[config.mk]
export PLATFORM = sky130hd
export DESIGN_NAME = lin_header_tx
export DESIGN_NICKNAME = d
export VERILOG_FILES = /design/src/rtl/lin_hdr_pkg.sv /design/src/rtl/lin_hdr_ctrl.sv /design/src/rtl/lin_hdr_dp.sv /design/src/rtl/lin_header_tx.sv
export SDC_FILE = /design/constraint.sdc
export NUM_CORES = 1
export LEC_CHECK = 0
export ABC_CLOCK_PERIOD_IN_PS = 9000
export CORE_MARGIN = 1
export CORE_UTILIZATION = 30
export DETAILED_ROUTE_END_ITERATION = 16
export DONT_BUFFER_PORTS = 1
export PLACE_DENSITY = 0.42
export SYNTH_ARGS = -nofsm -noshare
export SYNTH_HDL_FRONTEND = slang
export SYNTH_HIERARCHICAL = 1
export SYNTH_SLANG_ARGS = --single-unit
export TNS_END_PERCENT = 5
[constraint.sdc]
create_clock -name clk -period 9 [get_ports clk]
set_clock_uncertainty 0.2 [all_clocks]
set_input_delay 0.9 -clock clk [delete_from_list [all_inputs] [get_ports clk]]
set_output_delay 0.9 -clock clk [all_outputs]
set_load 0.02 [all_outputs]
[src/rtl/lin_hdr_pkg.sv]
package lin_hdr_pkg;

  localparam int ID_W = 6;
  localparam logic [7:0] SYNC_BYTE = 8'h55;
  localparam logic [1:0] SEL_BREAK = 2'd0;

  typedef enum logic [2:0] {
    ST_IDLE,
    ST_BRK,
    ST_DELIM,
    ST_SYNC,
    ST_PID
  } hdr_state_e;

  // strobes from sequencer to datapath, at most one line action per cycle
  typedef struct packed {
    logic capture;
    logic holdLow;
    logic holdHigh;
    logic loadSync;
    logic loadPid;
    logic shiftOut;
    logic midSample;
    logic finish;
  } hdr_strobe_t;

  function automatic logic [7:0] pidOf(input logic [ID_W-1:0] id);
    logic p0;
    logic p1;
    p0 = id[0] ^ id[1] ^ id[2] ^ id[4];
    p1 = ~(id[1] ^ id[3] ^ id[4] ^ id[5]);
    return {p1, p0, id};
  endfunction

endpackage

[src/rtl/lin_hdr_ctrl.sv]
module lin_hdr_ctrl
  import lin_hdr_pkg::*;
#(
  parameter int OVS      = 16,
  parameter int BRK_BASE = 8,
  parameter int BCNT_W   = 3
) (
  input  logic              clk,
  input  logic              rstN,
  input  logic              trigSet,
  input  logic [1:0]        hdrSel,
  input  logic [BCNT_W-1:0] brkCnt,
  input  logic              baudTick,
  output logic              busy,
  output hdr_strobe_t       stb
);

  localparam int BRK_MAX    = BRK_BASE + (1 << BCNT_W) - 1;
  localparam int FRAME_LAST = 9;
  localparam int CNT_TOP    = (BRK_MAX > FRAME_LAST) ? BRK_MAX : FRAME_LAST;
  localparam int CNT_W      = $clog2(CNT_TOP + 1);
  localparam int TCK_W      = (OVS > 2) ? $clog2(OVS) : 1;
  localparam logic [TCK_W-1:0] TCK_LAST = TCK_W'(OVS - 1);
  localparam logic [TCK_W-1:0] TCK_MID  = TCK_W'(OVS / 2 - 1);

  hdr_state_e       state, nxtState;
  logic [CNT_W-1:0] bitCnt, nxtCnt;
  logic [TCK_W-1:0] tickCnt;
  logic [1:0]       selLat;
  logic             bitEnd;
  logic             lastBit;

  assign busy    = (state != ST_IDLE);
  assign bitEnd  = busy && baudTick && (tickCnt == TCK_LAST);
  assign lastBit = (bitCnt == '0);

  always_comb begin
    stb           = '0;
    nxtState      = state;
    nxtCnt        = bitCnt;
    stb.midSample = busy && baudTick && (tickCnt == TCK_MID);
    unique case (state)
      ST_IDLE: begin
        if (trigSet) begin
          stb.capture = 1'b1;
          stb.holdLow = 1'b1;
          nxtState    = ST_BRK;
          nxtCnt      = CNT_W'(brkCnt) + CNT_W'(BRK_BASE - 1);
        end
      end
      ST_BRK: begin
        if (bitEnd) begin
          if (lastBit) begin
            stb.holdHigh = 1'b1;
            nxtState     = ST_DELIM;
          end else begin
            nxtCnt = bitCnt - 1'b1;
          end
        end
      end
      ST_DELIM: begin
        if (bitEnd) begin
          if (selLat == SEL_BREAK) begin
            stb.finish = 1'b1;
            nxtState   = ST_IDLE;
          end else begin
            stb.loadSync = 1'b1;
            nxtState     = ST_SYNC;
            nxtCnt       = CNT_W'(FRAME_LAST);
          end
        end
      end
      ST_SYNC, ST_PID: begin
        if (bitEnd) begin
          if (!lastBit) begin
            stb.shiftOut = 1'b1;
            nxtCnt       = bitCnt - 1'b1;
          end else if (state == ST_SYNC && selLat[1]) begin
            stb.loadPid = 1'b1;
            nxtState    = ST_PID;
            nxtCnt      = CNT_W'(FRAME_LAST);
          end else begin
            stb.finish = 1'b1;
            nxtState   = ST_IDLE;
          end
        end
      end
      default: nxtState = ST_IDLE;
    endcase
  end

  always_ff @(posedge clk or negedge rstN) begin
    if (!rstN) begin
      state   <= ST_IDLE;
      bitCnt  <= '0;
      tickCnt <= '0;
      selLat  <= '0;
    end else begin
      state  <= nxtState;
      bitCnt <= nxtCnt;
      if (stb.capture) begin
        tickCnt <= '0;
        selLat  <= hdrSel;
      end else if (busy && baudTick) begin
        tickCnt <= bitEnd ? '0 : tickCnt + 1'b1;
      end
    end
  end

  AST_TICK_PACED: assert property (@(posedge clk) disable iff (!rstN)
    busy && !baudTick |=> busy);

  AST_ONE_LINE_ACTION: assert property (@(posedge clk) disable iff (!rstN)
    $onehot0({stb.holdLow, stb.holdHigh, stb.loadSync, stb.loadPid, stb.shiftOut}));

endmodule

[src/rtl/lin_hdr_dp.sv]
module lin_hdr_dp
  import lin_hdr_pkg::*;
(
  input  logic            clk,
  input  logic            rstN,
  input  hdr_strobe_t     stb,
  input  logic [ID_W-1:0] ident,
  input  logic            bitErrEn,
  input  logic            lineIn,
  input  logic            doneClr,
  input  logic            errClr,
  output logic            txOut,
  output logic            hdrDone,
  output logic            bitErr
);

  localparam int FR_W = 9;

  logic [ID_W-1:0] idLat;
  logic [FR_W-1:0] frameSh;
  logic [7:0]      pidByte;
  logic            txBit;
  logic            doneQ;
  logic            errQ;

  assign pidByte = pidOf(idLat);

  always_ff @(posedge clk or negedge rstN) begin
    if (!rstN) begin
      idLat   <= '0;
      frameSh <= '1;
      txBit   <= 1'b1;
      doneQ   <= 1'b0;
      errQ    <= 1'b0;
    end else begin
      if (stb.capture) idLat <= ident;

      if (stb.holdLow) begin
        txBit <= 1'b0;
      end else if (stb.holdHigh || stb.finish) begin
        txBit <= 1'b1;
      end else if (stb.loadSync) begin
        txBit   <= 1'b0;
        frameSh <= {1'b1, SYNC_BYTE};
      end else if (stb.loadPid) begin
        txBit   <= 1'b0;
        frameSh <= {1'b1, pidByte};
      end else if (stb.shiftOut) begin
        txBit   <= frameSh[0];
        frameSh <= {1'b1, frameSh[FR_W-1:1]};
      end

      if (stb.finish)       doneQ <= 1'b1;
      else if (doneClr)     doneQ <= 1'b0;

      if (stb.midSample && bitErrEn && (lineIn != txBit)) errQ <= 1'b1;
      else if (errClr)                                     errQ <= 1'b0;
    end
  end

  assign txOut   = txBit;
  assign hdrDone = doneQ;
  assign bitErr  = errQ;

  AST_ERR_STICKY: assert property (@(posedge clk) disable iff (!rstN)
    bitErr && !errClr |=> bitErr);

  AST_DONE_STICKY: assert property (@(posedge clk) disable iff (!rstN)
    hdrDone && !doneClr |=> hdrDone);

endmodule

[src/rtl/lin_header_tx.sv]
module lin_header_tx
  import lin_hdr_pkg::*;
#(
  parameter int OVS      = 16,
  parameter int BRK_BASE = 8,
  parameter int BCNT_W   = 3
) (
  input  logic              clk,
  input  logic              rstN,
  input  logic              trigSet,
  input  logic [1:0]        hdrSel,
  input  logic [BCNT_W-1:0] brkCnt,
  input  logic [5:0]        ident,
  input  logic              bitErrEn,
  input  logic              baudTick,
  input  logic              lineIn,
  input  logic              doneClr,
  input  logic              errClr,
  output logic              txOut,
  output logic              busy,
  output logic              hdrDone,
  output logic              bitErr
);

  hdr_strobe_t stb;

  lin_hdr_ctrl #(
    .OVS     (OVS),
    .BRK_BASE(BRK_BASE),
    .BCNT_W  (BCNT_W)
  ) u_ctrl (
    .clk     (clk),
    .rstN    (rstN),
    .trigSet (trigSet),
    .hdrSel  (hdrSel),
    .brkCnt  (brkCnt),
    .baudTick(baudTick),
    .busy    (busy),
    .stb     (stb)
  );

  lin_hdr_dp u_dp (
    .clk     (clk),
    .rstN    (rstN),
    .stb     (stb),
    .ident   (ident),
    .bitErrEn(bitErrEn),
    .lineIn  (lineIn),
    .doneClr (doneClr),
    .errClr  (errClr),
    .txOut   (txOut),
    .hdrDone (hdrDone),
    .bitErr  (bitErr)
  );

  AST_IDLE_HIGH: assert property (@(posedge clk) disable iff (!rstN)
    !busy |-> txOut);

  AST_BRK_START_LOW: assert property (@(posedge clk) disable iff (!rstN)
    $rose(busy) |-> !txOut);

  AST_DONE_AT_END: assert property (@(posedge clk) disable iff (!rstN)
    $fell(busy) |-> hdrDone);

  AST_ERR_WHILE_DRIVING: assert property (@(posedge clk) disable iff (!rstN)
    $rose(bitErr) |-> $past(busy));

endmodule

# After elaboration in Yosys (flattened, before gate mapping)
# Cells that the tools add are included.
[totals]
word_cells = 110
reg_bits = 31
input_bits = 19
[classes]
bitwise = 9
eq_ne = 16
n_reduce_logical = 21
add_sub_neg = 3
mux = 52
[ops]
columns = ["operator", "count"]
rows = [
  ["4-bit 2-to-1 mux", 11],
  ["9-bit 2-to-1 mux", 3],
  ["1-bit 2-to-1 mux", 23],
  ["3-bit 2-to-1 mux", 7],
  ["4-bit case mux with 4 select lines", 1],
  ["3-bit case mux with 4 select lines", 1],
  ["2-bit 2-to-1 mux", 5],
  ["2-bit by 1-bit != test with 1-bit output (second input constant)", 5],
  ["8-bit AND reduction", 1],
  ["3-bit by 2-bit == test with 1-bit output (second input constant)", 2],
  ["1-bit logical AND", 6],
  ["2-bit != test (second input constant)", 3],
  ["6-bit AND reduction", 1],
  ["2-bit nonzero test", 3],
  ["3-bit nonzero test", 2],
  ["1-bit XOR", 6],
  ["5-bit nonzero test", 1],
  ["3-bit by 3-bit adder with 4-bit output (second input constant)", 1],
  ["4-bit by 1-bit adder with 4-bit output (second input constant)", 1],
  ["4-bit by 3-bit == test with 1-bit output (second input constant)", 1],
  ["4-bit == test (second input constant)", 1],
  ["4-bit logical NOT", 1],
  ["4-bit nonzero test", 1],
  ["4-bit by 1-bit subtractor with 4-bit output (second input constant)", 1],
  ["other kinds (11)", 13],
]

# Depth between registers and ports, before layout
[depth]
ltp_word = 11
depth_mapped = 10
mapped_depth_nobuf = 9

# Hierarchy
# Netlist, hierarchy kept.
[modules_own_cells]
columns = ["mod", "area_per_inst_um2", "cells_per_inst", "seq_area_each_um2", "instances"]
rows = [
  ["lin_hdr_ctrl", 1148.6, 133, 325.3, 1],
  ["lin_hdr_dp", 834.6, 70, 436.7, 1],
]

# Least setup slack after synthesis
# No wires, ideal clock.
[synth_path]
kind = "input to register"
startpoint = "input baudTick"
endpoint = "register u_dp.frameSh[6]"
path_buffers = 3
t_arrival_ns = 2.572
path_slack_ns = 6.146
stages = 8
path_cell_list = "nand4_1 -> clkbuf_1 -> nor4_1 -> buf_6 -> nor3_2 -> or4_4 -> buf_6 -> o31a_1"
[synth_lines]
columns = ["element", "line", "text"]
rows = [
  ["start, declared", "lin_header_tx.sv:15", "input logic baudTick,"],
  ["end signal, assigned", "lin_hdr_dp.sv:44", "frameSh <= {1'b1, SYNC_BYTE};"],
  ["end signal, assigned", "lin_hdr_dp.sv:47", "frameSh <= {1'b1, pidByte};"],
  ["end signal, assigned", "lin_hdr_dp.sv:50", "frameSh <= {1'b1, frameSh[FR_W-1:1]};"],
  ["end, declared", "lin_hdr_dp.sv:20", "logic [FR_W-1:0] frameSh;"],
]

==> summary.md <==
| Metric | Value |
|---|---|
| Outcome | `finished, final reports clean` |
| Worst path required time | `approximately 9 ns` |
| Total track usage | `13.7%` |
| Arrival @ worst endpoint | `roughly 3.2 ns` |
| Global-route wire length before repair | `between 7000 and 8000 µm` |
| TNS Setup | `0 ns` |
| MaxCap Viol Count | `0` |
| Synthesis Warnings | `6` |
| Crit path time final | `around 3.1 ns` |
| Synth top cells by count | `dfrtp_1, inv_1, nor2_1` |
| Main flop type after synthesis | `dfrtp_1` |
| Buffers on Ports | `0` |
| Vias/cell | `around 5.4` |
| DR WL/cell | `roughly 16 µm` |
| Clock buffer count from CTS | `5` |
| Largest cells by area after synthesis | `dfrtp_1, dfstp_2, mux2_2` |
| Mean Syn Cell Area | `around 9.8 µm²` |
| Mapped Nets | `226` |
| Leak | `around 0.83 nW` |
| Drt initial violations | `about 120` |
| N_diodes | `0` |
| Multi-input logic area | `roughly 0.0011 mm²` |
| EDFF count, synth | `0` |
| CTS sink cnt | `30` |
| Root buf cell | `clkbuf_8` |
| FMAX | `0.318 GHz` |
| Worst R2R End | `u_dp/frameSh[7]$_DFFE_PN1P_` |
| Max-slew headroom | `48.9%` |
| Synth top area share | `26.5%` |
| Synthesized instance count | `~200` |
| H-tree Lvls | `2` |
| ANT nets after route | `0` |
| Hold crit path type | `in2async` |
| Post-cts hold buffer count | `0` |
| Seq/Total Area, Yosys | `between 30% and 40%` |
| Async set-or-reset flop fraction in the synthesized netlist | `100%` |
| I/O pin count | `23` |
| Number of global-route vias before repair | `between 1,000 and 1,500` |
| Post CTS Setup Buffer Count | `0` |
| Die width | `83.3 µm` |
| Die Area | `about 0.0069 mm²` |
| FF-to-FF setup slack | `5.85 ns` |
| Critical path startpoint category | `flop` |
| Synthesis-to-layout area growth | `6.69%` |
| # fillers | `roughly 630` |
| Post-DP HPWL | `between 3000 and 4000 µm` |
| Period utilization | `35.0%` |
| Kind of end point of the critical path | `flop` |
| Final hold violation count | `0` |
| Largest net degree at the start of global routing | `31` |
| Distinct cells, synth | `56` |
| Slew Limit Fails | `0` |
| Synthesis-stage register bit count | `30` |
| Pwr dens | `around 310 mW/mm²` |
| Clock-pin slew on the worst setup and hold paths | `~0.070 ns` |
| Final nets | `220` |
| CTS resizes | `0` |
| Final worst slack | `~6 ns` |
| CTS tree | `yes` |
| Synthesized area | `just under 0.002 mm²` |
| Clock buffer depth | `2` |
| Clk_lat worst skew | `between 0.2 and 0.3 ns` |
| Slew @ Worst Pin | `0.759 ns` |
| Register Area | `roughly 760 µm²` |
| RSZ-0062 raised after global routing | `false` |
| Remaining DRCs | `0` |
| Worst vdd ir | `between 100 and 150 µV` |
| Core area | `0.00635 mm²` |
| Most frequent cell after synthesis | `dfrtp_1` |
| Total Wirelength | `4410 µm` |
| Overflow after GRT | `0` |
| Antenna violations before repair | `0` |
| Kind of critical path | `reg2reg` |
| Chip height | `approximately 83 µm` |
| Total iterations of the first detailed-routing run | `4` |
| Via count | `between 1,000 and 1,500` |
| Setup crit start | `u_ctrl/bitCnt[0]$_DFFE_PN0P_` |
| R2R depth | `9` |
| Worst-path fanout max | `10` |
| Final setup viols | `0` |
| Row count | `29` |
| Pre-CTS WS | `between 5 and 6 ns` |
| Fraction of layout cells with a size suffix above 1 | `roughly a fifth` |
| Top cell type by total area after synthesis | `dfrtp_1` |
| Critical R2R Launch | `u_ctrl/bitCnt[0]$_DFFE_PN0P_` |
| Placer congestion estimate | `around 0.75` |
| Initial Util | `31.2%` |
==> through the flow <==
| step | hold slack [ns] | std cells | utilization (%) | power (mW) | area, µm² |
|---|---|---|---|---|---|
| after floorplan | 0.252 | 203 | - | 0.467 | 1980 |
| final | 0.0994 | 275 | 33.3 | 0.653 | 2120 |
| after global placement | 0.262 | 267 | 31.5 | 0.510 | 2000 |
| after global routing | 0.0818 | 275 | 33.3 | 0.708 | 2120 |
| after CTS | 0.0915 | 275 | 33.3 | 0.659 | 2120 |
| after detailed placement | 0.270 | 267 | 31.5 | 0.511 | 2000 |
==> worst max-delay path: stages (launching register included) <==
cell	delay [ns]
dfrtp_1	0.45
inv_1	0.12
ha_1	0.21
or4bb_2	0.69
nor2_1	0.11
o21ai_0	0.10
a221oi_1	0.67
or4_4	0.32
a211oi_2	0.06
a21o_1	0.15
==> sequential cells by signal, indices dropped and copies added, names as in the netlist, 2 cells and up <==
name,cells
u_ctrl/state,3
u_ctrl/tickCnt,4
u_ctrl/bitCnt,4
u_ctrl/selLat,2
u_dp/idLat,6
u_dp/frameSh,8
==> cell usage in the layout, fill, tap and decap left out, types with 5 or more instances in the layout <==
cell type  count
dfrtp_1       21
inv_1         14
nor2_1        14
nand2_1       12
mux2_2        11
o21ai_0       10
mux2i_1        9
dfstp_2        9
clkbuf_8       6
a21oi_1        6
nor4_1         6
nor3_1         5
o31ai_1        5
xnor2_1        5
==> layer usage <==
metal	global-route usage [%]	vias up	share of wire, %
li1	-	731	-
met1	17.6	735	47
met3	2.78	6	2.9
met2	22.4	25	49
met5	0	-	0
met4	5.64	0	1.4
==> logic make-up after synthesis <==
group | after synthesis | share of synthesized area, %
AO/OA/AOI/OAI | 50 | 18.6
AND/OR/NAND/NOR | 60 | 17.3
buffers and inverters | 29 | 7.76
flip-flops | 30 | 38.4
multiplexers | 21 | 11.4
XOR/XNOR | 9 | 3.97
adder cells (fa/ha/maj) | 4 | 2.52
==> how the worst max path moves through the flow <==
stage                             endpoint  slack, ns  depth (start not counted)
6_report       u_dp/frameSh[7]$_DFFE_PN1P_       5.85                          9
5_1_grt        u_dp/frameSh[0]$_DFFE_PN1P_       5.57                          9
4_1_cts        u_dp/frameSh[7]$_DFFE_PN1P_       5.81                          9
3_5_place_dp   u_dp/frameSh[7]$_DFFE_PN1P_       5.81                          9
3_3_place_gp   u_dp/frameSh[7]$_DFFE_PN1P_       5.86                          9
2_1_floorplan  u_dp/frameSh[6]$_DFFE_PN1P_       6.15                          8
==> report_power, final <==
group	total [mW]	internal, mW	switching [mW]
clock	0.143	0.0902	0.0524
sequential	0.261	0.187	0.0736
combinational	0.249	0.125	0.124
==> final cells by class <==
cell class                 count  share of cell area [%]
tap                           77                    4.55
inverter                      14                    2.48
clock inverter                 1                    1.42
sequential                    30                    36.0
multi-input combinational    144                    50.7
timing repair buffer           2                   0.710
clock buffer                   7                    4.08
No activity file was read; power rests on OpenSTA's default activity.
